--- src/rtl/tdc_ts_pkg.sv ---
package tdc_ts_pkg;
    // Default field widths of the converter code
    localparam int unsigned CRS_PART_W = 8;
    localparam int unsigned FINE_W     = 3;
    localparam int unsigned VERN_W     = 4;
    // Vernier steps per fine step, fine steps per coarse step
    localparam int unsigned VERN_PER_FINE = 8;
    localparam int unsigned FINE_PER_CRS  = 8;
    // Largest legal Vernier code
    localparam int unsigned VERN_MAX = VERN_PER_FINE - 1;
endpackage

--- src/rtl/tdc_code_merge.sv ---
module tdc_code_merge #(
    parameter int unsigned PART_W        = tdc_ts_pkg::CRS_PART_W,
    parameter int unsigned FINE_W        = tdc_ts_pkg::FINE_W,
    parameter int unsigned VERN_W        = tdc_ts_pkg::VERN_W,
    parameter int unsigned VERN_PER_FINE = tdc_ts_pkg::VERN_PER_FINE,
    parameter int unsigned FINE_PER_CRS  = tdc_ts_pkg::FINE_PER_CRS,
    parameter int unsigned VERN_MAX      = tdc_ts_pkg::VERN_MAX,
    parameter int unsigned TS_W          = 2*PART_W + $clog2(VERN_PER_FINE*FINE_PER_CRS)
) (
    input  logic [PART_W-1:0] crs_lo,
    input  logic [PART_W-1:0] crs_hi,
    input  logic [FINE_W-1:0] fine,
    input  logic [VERN_W-1:0] vern,
    output logic [TS_W-1:0]   ts,
    output logic              bad
);
    localparam int unsigned CRS_W   = 2*PART_W;
    localparam int unsigned W_FINE  = VERN_PER_FINE;
    localparam int unsigned W_CRS   = VERN_PER_FINE*FINE_PER_CRS;

    logic [CRS_W-1:0] coarse;
    logic [TS_W-1:0]  crs_ext, fine_ext, vern_ext;

    // Low part from the fast path, high part from the slow path
    assign coarse   = {crs_hi, crs_lo};
    assign crs_ext  = TS_W'(coarse);
    assign fine_ext = TS_W'(fine);
    assign vern_ext = TS_W'(vern);

    // Weighted sum in finest units
    assign ts = TS_W'(crs_ext * TS_W'(W_CRS)) + TS_W'(fine_ext * TS_W'(W_FINE)) + vern_ext;

    // Range check only exists when the code can exceed the legal maximum
    generate
        if (VERN_MAX >= (2**VERN_W) - 1) begin : g_no_check
            assign bad = 1'b0;
        end else begin : g_check
            assign bad = (vern > VERN_W'(VERN_MAX));
        end
    endgenerate
endmodule

--- src/rtl/tdc_mod_delta.sv ---
module tdc_mod_delta #(
    parameter int unsigned TS_W = 22
) (
    input  logic [TS_W-1:0] cur,
    input  logic [TS_W-1:0] prev,
    output logic [TS_W-1:0] delta
);
    // Natural truncation gives the difference modulo 2^TS_W
    assign delta = cur - prev;
endmodule

--- src/rtl/tdc_interval_calc.sv ---
module tdc_interval_calc #(
    parameter int unsigned PART_W        = tdc_ts_pkg::CRS_PART_W,
    parameter int unsigned FINE_W        = tdc_ts_pkg::FINE_W,
    parameter int unsigned VERN_W        = tdc_ts_pkg::VERN_W,
    parameter int unsigned VERN_PER_FINE = tdc_ts_pkg::VERN_PER_FINE,
    parameter int unsigned FINE_PER_CRS  = tdc_ts_pkg::FINE_PER_CRS,
    parameter int unsigned VERN_MAX      = tdc_ts_pkg::VERN_MAX,
    parameter int unsigned TS_W          = 2*PART_W + $clog2(VERN_PER_FINE*FINE_PER_CRS)
) (
    input  logic              clk,
    input  logic              rst_n,
    input  logic              clr,
    input  logic              code_stb,
    input  logic [PART_W-1:0] crs_lo,
    input  logic [PART_W-1:0] crs_hi,
    input  logic [FINE_W-1:0] fine_code,
    input  logic [VERN_W-1:0] vern_code,
    output logic              res_valid,
    input  logic              res_rdy,
    output logic [TS_W-1:0]   res_ival,
    output logic              res_err,
    output logic              overrun
);
    typedef struct packed {
        logic            have_ref;
        logic [TS_W-1:0] ref_ts;
        logic            vld;
        logic [TS_W-1:0] ival;
        logic            err;
        logic            ovf;
    } st_t;

    st_t st_d, st_q;

    logic [TS_W-1:0] hit_ts;
    logic            hit_bad;
    logic [TS_W-1:0] hit_delta;
    logic            have_ref_q;

    tdc_code_merge #(
        .PART_W(PART_W), .FINE_W(FINE_W), .VERN_W(VERN_W),
        .VERN_PER_FINE(VERN_PER_FINE), .FINE_PER_CRS(FINE_PER_CRS),
        .VERN_MAX(VERN_MAX), .TS_W(TS_W)
    ) u_merge (
        .crs_lo(crs_lo), .crs_hi(crs_hi), .fine(fine_code), .vern(vern_code),
        .ts(hit_ts), .bad(hit_bad)
    );

    tdc_mod_delta #(.TS_W(TS_W)) u_delta (
        .cur(hit_ts), .prev(st_q.ref_ts), .delta(hit_delta)
    );

    always_comb begin
        logic            slot_free;
        logic            emit;
        logic [TS_W-1:0] e_ival;
        logic            e_err;

        st_d      = st_q;
        slot_free = !st_q.vld || res_rdy;
        emit      = 1'b0;
        e_ival    = '0;
        e_err     = 1'b0;

        if (slot_free) begin
            st_d.vld = 1'b0;
        end

        if (clr) begin
            st_d = '0;
        end else if (code_stb) begin
            if (hit_bad) begin
                emit  = 1'b1;
                e_err = 1'b1;
            end else if (!st_q.have_ref) begin
                st_d.have_ref = 1'b1;
                st_d.ref_ts   = hit_ts;
            end else begin
                emit        = 1'b1;
                e_ival      = hit_delta;
                st_d.ref_ts = hit_ts;
            end

            if (emit) begin
                if (slot_free) begin
                    st_d.vld  = 1'b1;
                    st_d.ival = e_ival;
                    st_d.err  = e_err;
                end else begin
                    st_d.ovf = 1'b1;
                end
            end
        end
    end

    always_ff @(posedge clk or negedge rst_n) begin
        if (!rst_n) begin
            st_q <= '0;
        end else begin
            st_q <= st_d;
        end
    end

    assign res_valid  = st_q.vld;
    assign res_ival   = st_q.ival;
    assign res_err    = st_q.err;
    assign overrun    = st_q.ovf;
    assign have_ref_q = st_q.have_ref;
endmodule

--- config.mk ---
export PLATFORM = sky130hd
export DESIGN_NAME = tdc_interval_calc
export DESIGN_NICKNAME = d
export VERILOG_FILES = /design/src/rtl/tdc_ts_pkg.sv /design/src/rtl/tdc_code_merge.sv /design/src/rtl/tdc_mod_delta.sv /design/src/rtl/tdc_interval_calc.sv
export SDC_FILE = /design/constraint.sdc
export NUM_CORES = 1
export LEC_CHECK = 0
export CAP_MARGIN = 20
export CELL_PAD_IN_SITES_DETAIL_PLACEMENT = 1
export CELL_PAD_IN_SITES_GLOBAL_PLACEMENT = 1
export CORE_MARGIN = 1.5
export CORE_UTILIZATION = 49
export CTS_CLUSTER_DIAMETER = 200
export DETAILED_ROUTE_END_ITERATION = 7
export DONT_BUFFER_PORTS = 1
export GPL_TIMING_DRIVEN = 1
export HOLD_SLACK_MARGIN = 0.1
export PLACE_DENSITY = 0.87
export SETUP_SLACK_MARGIN = 0.2
export SYNTH_ARGS = -nofsm -noshare
export SYNTH_HDL_FRONTEND = slang
export SYNTH_HIERARCHICAL = 1
export SYNTH_SLANG_ARGS = --single-unit
--- constraint.sdc ---
create_clock -name clk -period 3.5 [get_ports clk]
set_clock_uncertainty 0.15 [all_clocks]
set_input_delay 0.7 -clock clk [delete_from_list [all_inputs] [get_ports clk]]
set_output_delay 0.7 -clock clk [all_outputs]
set_load 0.03 [all_outputs]
; Word-level counts from Yosys, hierarchy flattened
; Cells that the tools add are included.
[totals]
reg_bits = 48
latchBits = 0
mem_bits_rw = 0
mem_bits_ro = 0
inputBits = 28
output_inout_bits = 25
word_cells = 34
mem_count = 0
[classes]
add_sub_neg = 3
multipliers = 0
n_div = 0
n_lt_le_gt_ge = 1
n_eq_ne = 2
n_shift = 0
n_mux = 14
n_bitwise = 0
n_reduce_logical = 8
[ops]
columns = cell, count
row1 = $mux 48, 2
row2 = $mux 22, 2
row3 = $mux 25, 1
row4 = $mux 24, 1
row5 = $mux 23, 1
row6 = $add 22x4->22, 1
row7 = $add 22x6->22, 1
row8 = $sub 22x22->22, 1
row9 = $mux 1, 7
row10 = $reduce_and 3->1, 2
row11 = $reduce_bool 2->1, 3
row12 = $gt 4x3->1 const B, 1
row13 = $ne 2x2->1 const B, 2
row14 = $reduce_and 2->1, 1
row15 = $logic_not 1->1, 1
row16 = $logic_or 1x1->1, 1

; Logic depth before layout (Yosys ltp)
[logic_depth]
ltp_word = 9
mapped_depth = 15
depth_no_buf = 14

; Modules after synthesis
; The synthesis kept the hierarchy.
[modules_own_cells]
columns = mod, instances, cells_each, area_each_um2, seq_area_each_um2
row1 = tdc_interval_calc, 1, 139, 1909.3, 1201.2
row2 = tdc_mod_delta, 1, 174, 1164.9, 0.0
row3 = tdc_code_merge, 1, 51, 381.6, 0.0

; Least setup slack after synthesis
; No wires, ideal clock.
[synth_timing]
kind = input to register
start = input port fine_code[0]
end = register st_q (netlist bit res_ival[18])
setup_time_ns = 0.121
arrival_ns = 3.147
t_required_ns = 3.229
setup_slack_ns = 0.082
cell_stages = 15
path_buffers = 1
path_cell_list = ha_1 ha_1 nand3_1 nor3_4 nand4_1 xnor2_1 ha_1 clkbuf_1 nand2_1 nor2_1 o31ai_1 a311o_1 o41ai_1 xor2_1 a22o_1
[synth_between]
elab_chain_cells = 9
[synth_rtl]
columns = element, line
row1 = "start, declared", tdc_interval_calc.sv:16  ; input logic [FINE_W-1:0] fine_code,
row2 = $add 22x6->22, tdc_code_merge.sv:31  ; assign ts = TS_W'(crs_ext * TS_W'(W_CRS)) + TS_W'(fine_ext * TS_W'(W_FINE)) + vern_ext;
row3 = $add 22x4->22, tdc_code_merge.sv:31
row4 = net hit_ts[15], tdc_interval_calc.sv:35  ; logic [TS_W-1:0] hit_ts;
row5 = $sub 22x22->22, tdc_mod_delta.sv:9  ; assign delta = cur - prev;
row6 = net hit_delta[18], tdc_interval_calc.sv:37  ; logic [TS_W-1:0] hit_delta;
row7 = $mux 22, tdc_interval_calc.sv:75  ; end else if (!st_q.have_ref) begin
row8 = $mux 22, tdc_interval_calc.sv:72  ; if (hit_bad) begin
row9 = $mux 24, tdc_interval_calc.sv:85  ; if (slot_free) begin
row10 = $mux 25, tdc_interval_calc.sv:84  ; if (emit) begin
row11 = $mux 48, tdc_interval_calc.sv:71  ; end else if (code_stb) begin
row12 = $mux 48, tdc_interval_calc.sv:69  ; if (clr) begin
row13 = "end signal, assigned", tdc_interval_calc.sv:100  ; st_q <= st_d;
row14 = "end, declared", tdc_interval_calc.sv:33  ; st_t st_d, st_q;
; The timed path passes the listed nets, and every way through them passes these cells. The select of a mux whose other input is x is not followed.
; A chain may end at the register's enable or synchronous reset.

; Worst setup path in the final report
[layout_timing]
start = input port fine_code[0]
end = register st_q (netlist bit res_ival[21])
; Same word-level chain as after synthesis.

==> out/qor.yml <==
die_h_um: 87.0
setup_viol: 0
routabilityCongestion: 0.887
crit_arrival_ns: 3.35
clock_latency_ns: 0.31
area_delta_synth_final_pct: 11.8
vias_per_cell: 6.00
core_area_sq_um: 6790
rows: 30
fin_nets: 413
p_per_area_nw_per_um2: 410
hold_path_class: "input port to flop"
gr-total-overflow: 0
max_freq_mhz: 304
yosys.area.top_type_share_pct: 34.8
die_area_sq_um: 7570
synth_area_leaders: "dfrtp_1, a22o_1, ha_1, xnor2_1, buf_4"
power_frac_comb_pct: 26.9
rsz0062_at_grt: "true"
cp_max_fo: 5
grt_pass1_wl_um: 14300
pwr-share-clk_pct: 34.9
cp-start-kind: "input port"
required_ns: 3.56
drive_above_1_share_pct: 20.7
endpoint_kind: "flop"
synth_cells: 364
grt_max_degree: 49
finalHoldViolations: 0
initial_utilization_pct: 50.9
synth_commonest_cells: "dfrtp_1, a22o_1, inv_1"
synth-seq-cells: 48
place_area_sq_um: 3480
dp_hpwl_um: 6530
routed_wl_um: 9260
ir_worst_vdd_uv: 196
synth_edf_count: 0
path_clk_slew_ns: 0.10
p_int_mw: 1.12
post-place-cells: 442
synth_fp_nets: 416
fp.dieW_um: 87.0
synthArstFlopShare_pct: 100
cts.root.buffer_cell: "clkbuf_8"
cts_tree: "done"
fin_tns_setup_ns: 0
drt.antenna.violating_nets: 0
ys.flop_type: "dfrtp_1"
finalInstanceArea_sq_um: 3860
yosysWarnings: 6
clock_sink_count: 48
wl_per_cell_um: 20.2
ys_seq_area_share_pct: 34.8
slew_viol_final: 0
yosysTopAreaCell: "dfrtp_1"
worst_slew_margin_rel_pct: 42.3
drc: 0
grt_pass1_vias: 2884
filler_cell_count: 739
avgSynthCellArea_sq_um: 9.49
port-buffer-count: 0
swShare_pct: 29.3
drv_cap: 0
status: "finished clean"
layout_min_cycle_time_ns: 3.29
vias: 2749
track_usage_pct: 24.2
antenna_found_initial: 0
h-tree-depth: 2
antennaDiodeCount: 0
synth_most_common_cell: "dfrtp_1"
clk_path_buf_depth: 2
yosysUniqueCellTypes: 56
min_period_over_period_pct: 94.1
p_switching_uw: 463
stdcell_count: 458
syn_area_sq_um: 3460
io_pins: 53
p_leak_nw: 1.69
drt_iter0_markers: 180
drtPass1Iterations: 4
numCtsBuffers: 5
power_frac_seq_pct: 38.2
critPathKind: "input port to flop"
worstMarginPinSlew_ns: 0.865
## stage by stage
| stage | power, mW | setup slack [ns] | utilization, % | hold WS, ns |
|---|---|---|---|---|
| after global routing | 1.65 | 0.107 | 56.9 | 0.276 |
| after floorplan | 0.890 | 0.209 | - | 0.254 |
| after detailed placement | 0.978 | -0.221 | 51.2 | 0.255 |
| after global placement | 0.960 | -0.104 | 51.2 | 0.256 |
| after CTS | 1.57 | 0.120 | 54.9 | 0.281 |
| final | 1.58 | 0.207 | 56.9 | 0.288 |
## timing repair
action | CTS | global route
endpoints found under the setup margin | 3 | 7
hold buffers | 2 | 0
pin swaps | 2 | 7
buffers inserted | 2 | 4
resized for setup | 10 | 21
hold endpoints to repair | 48 | 0
## power groups by stage
| stage | combinational [mW] | sequential (mW) | clock (mW) |
|---|---|---|---|
| after floorplan | 0.292 | 0.598 | 0 |
| after global placement | 0.347 | 0.614 | 0 |
| after detailed placement | 0.363 | 0.615 | 0 |
| after CTS | 0.398 | 0.604 | 0.564 |
| after global routing | 0.458 | 0.607 | 0.583 |
| final | 0.425 | 0.604 | 0.553 |
## cell families (layout without fill, tap and decap cells)
family	Yosys count	after routing	share of synthesized area, %
flops	48	48	34.8
compound gates	106	106	23.0
simple gates	82	82	13.4
buf+inv	67	65	10.6
fa+ha+maj	24	24	8.91
xor+xnor	37	37	9.38
## routing by layer
metal  share of wire (%)  wire [um]  global-route usage, %  up-vias
met5                   0          0                      0        -
met4                 1.8        164                   7.18        0
met3                 6.2        573                   6.35       15
met2                  48       4460                   40.7       88
met1                  44       4060                   30.4     1363
li1                    -          -                      -     1283
## layout make-up
type,instances,area [sq um],share of cell area [%]
sequential,48,1200,31.1
clock inverter,3,90.1,2.33
tap,96,120,3.11
clock buffer,5,68.8,1.78
inverter,30,113,2.92
multi-input combinational,249,2040,52.9
timing repair buffer,27,225,5.83
## path summary, 6_finish.rpt
kind                                end          from  depth (start not counted)  slack (ns)
max in group asynchronous  res_ival[20]         rst_n                          2        2.24
min in group asynchronous     res_valid         rst_n                          2        0.73
hold reg to reg                st_q[27]      st_q[27]                          1        0.36
hold / removal                res_valid           clr                          1        0.29
setup / recovery           res_ival[21]  fine_code[0]                         14        0.21
setup reg to reg           res_ival[20]      st_q[25]                         10        0.76
## registers in the layout, summed over array words and instances, names as in the netlist
| signal | count |
|---|---|
| res_err | 1 |
| overrun | 1 |
| st_q | 22 |
| res_valid | 1 |
| have_ref_q | 1 |
| res_ival | 22 |
## placed cells by master, fill, tap and decap left out, types with 3 or more instances in the layout
| master | count |
|---|---|
| a21o_1 | 4 |
| a21oi_1 | 20 |
| a21oi_2 | 5 |
| a22o_1 | 44 |
| and2_1 | 3 |
| and3_1 | 5 |
| buf_4 | 25 |
| bufinv_16 | 3 |
| clkbuf_8 | 5 |
| dfrtp_1 | 48 |
| ha_1 | 17 |
| ha_2 | 4 |
| inv_1 | 30 |
| nand2_1 | 17 |
| nand3_1 | 10 |
| nand4_1 | 7 |
| nor2_1 | 15 |
| nor2_2 | 3 |
| nor2b_1 | 3 |
| o21ai_0 | 3 |
| o21ai_1 | 5 |
| o21ai_2 | 3 |
| xnor2_1 | 21 |
| xnor2_2 | 5 |
| xor2_1 | 10 |
## critical path, cell delays in order
cell and delay [ns]:
ha_1 0.18, ha_2 0.23, nand3_4 0.12, nor3_4 0.24
nand2_1 0.12, xnor2_1 0.18, ha_2 0.25, a21o_1 0.18
nand3_1 0.15, nand2_1 0.13, or3_1 0.40, o21ai_2 0.19
xnor2_1 0.08, a22o_1 0.20
(Power assumes the default switching activity.)
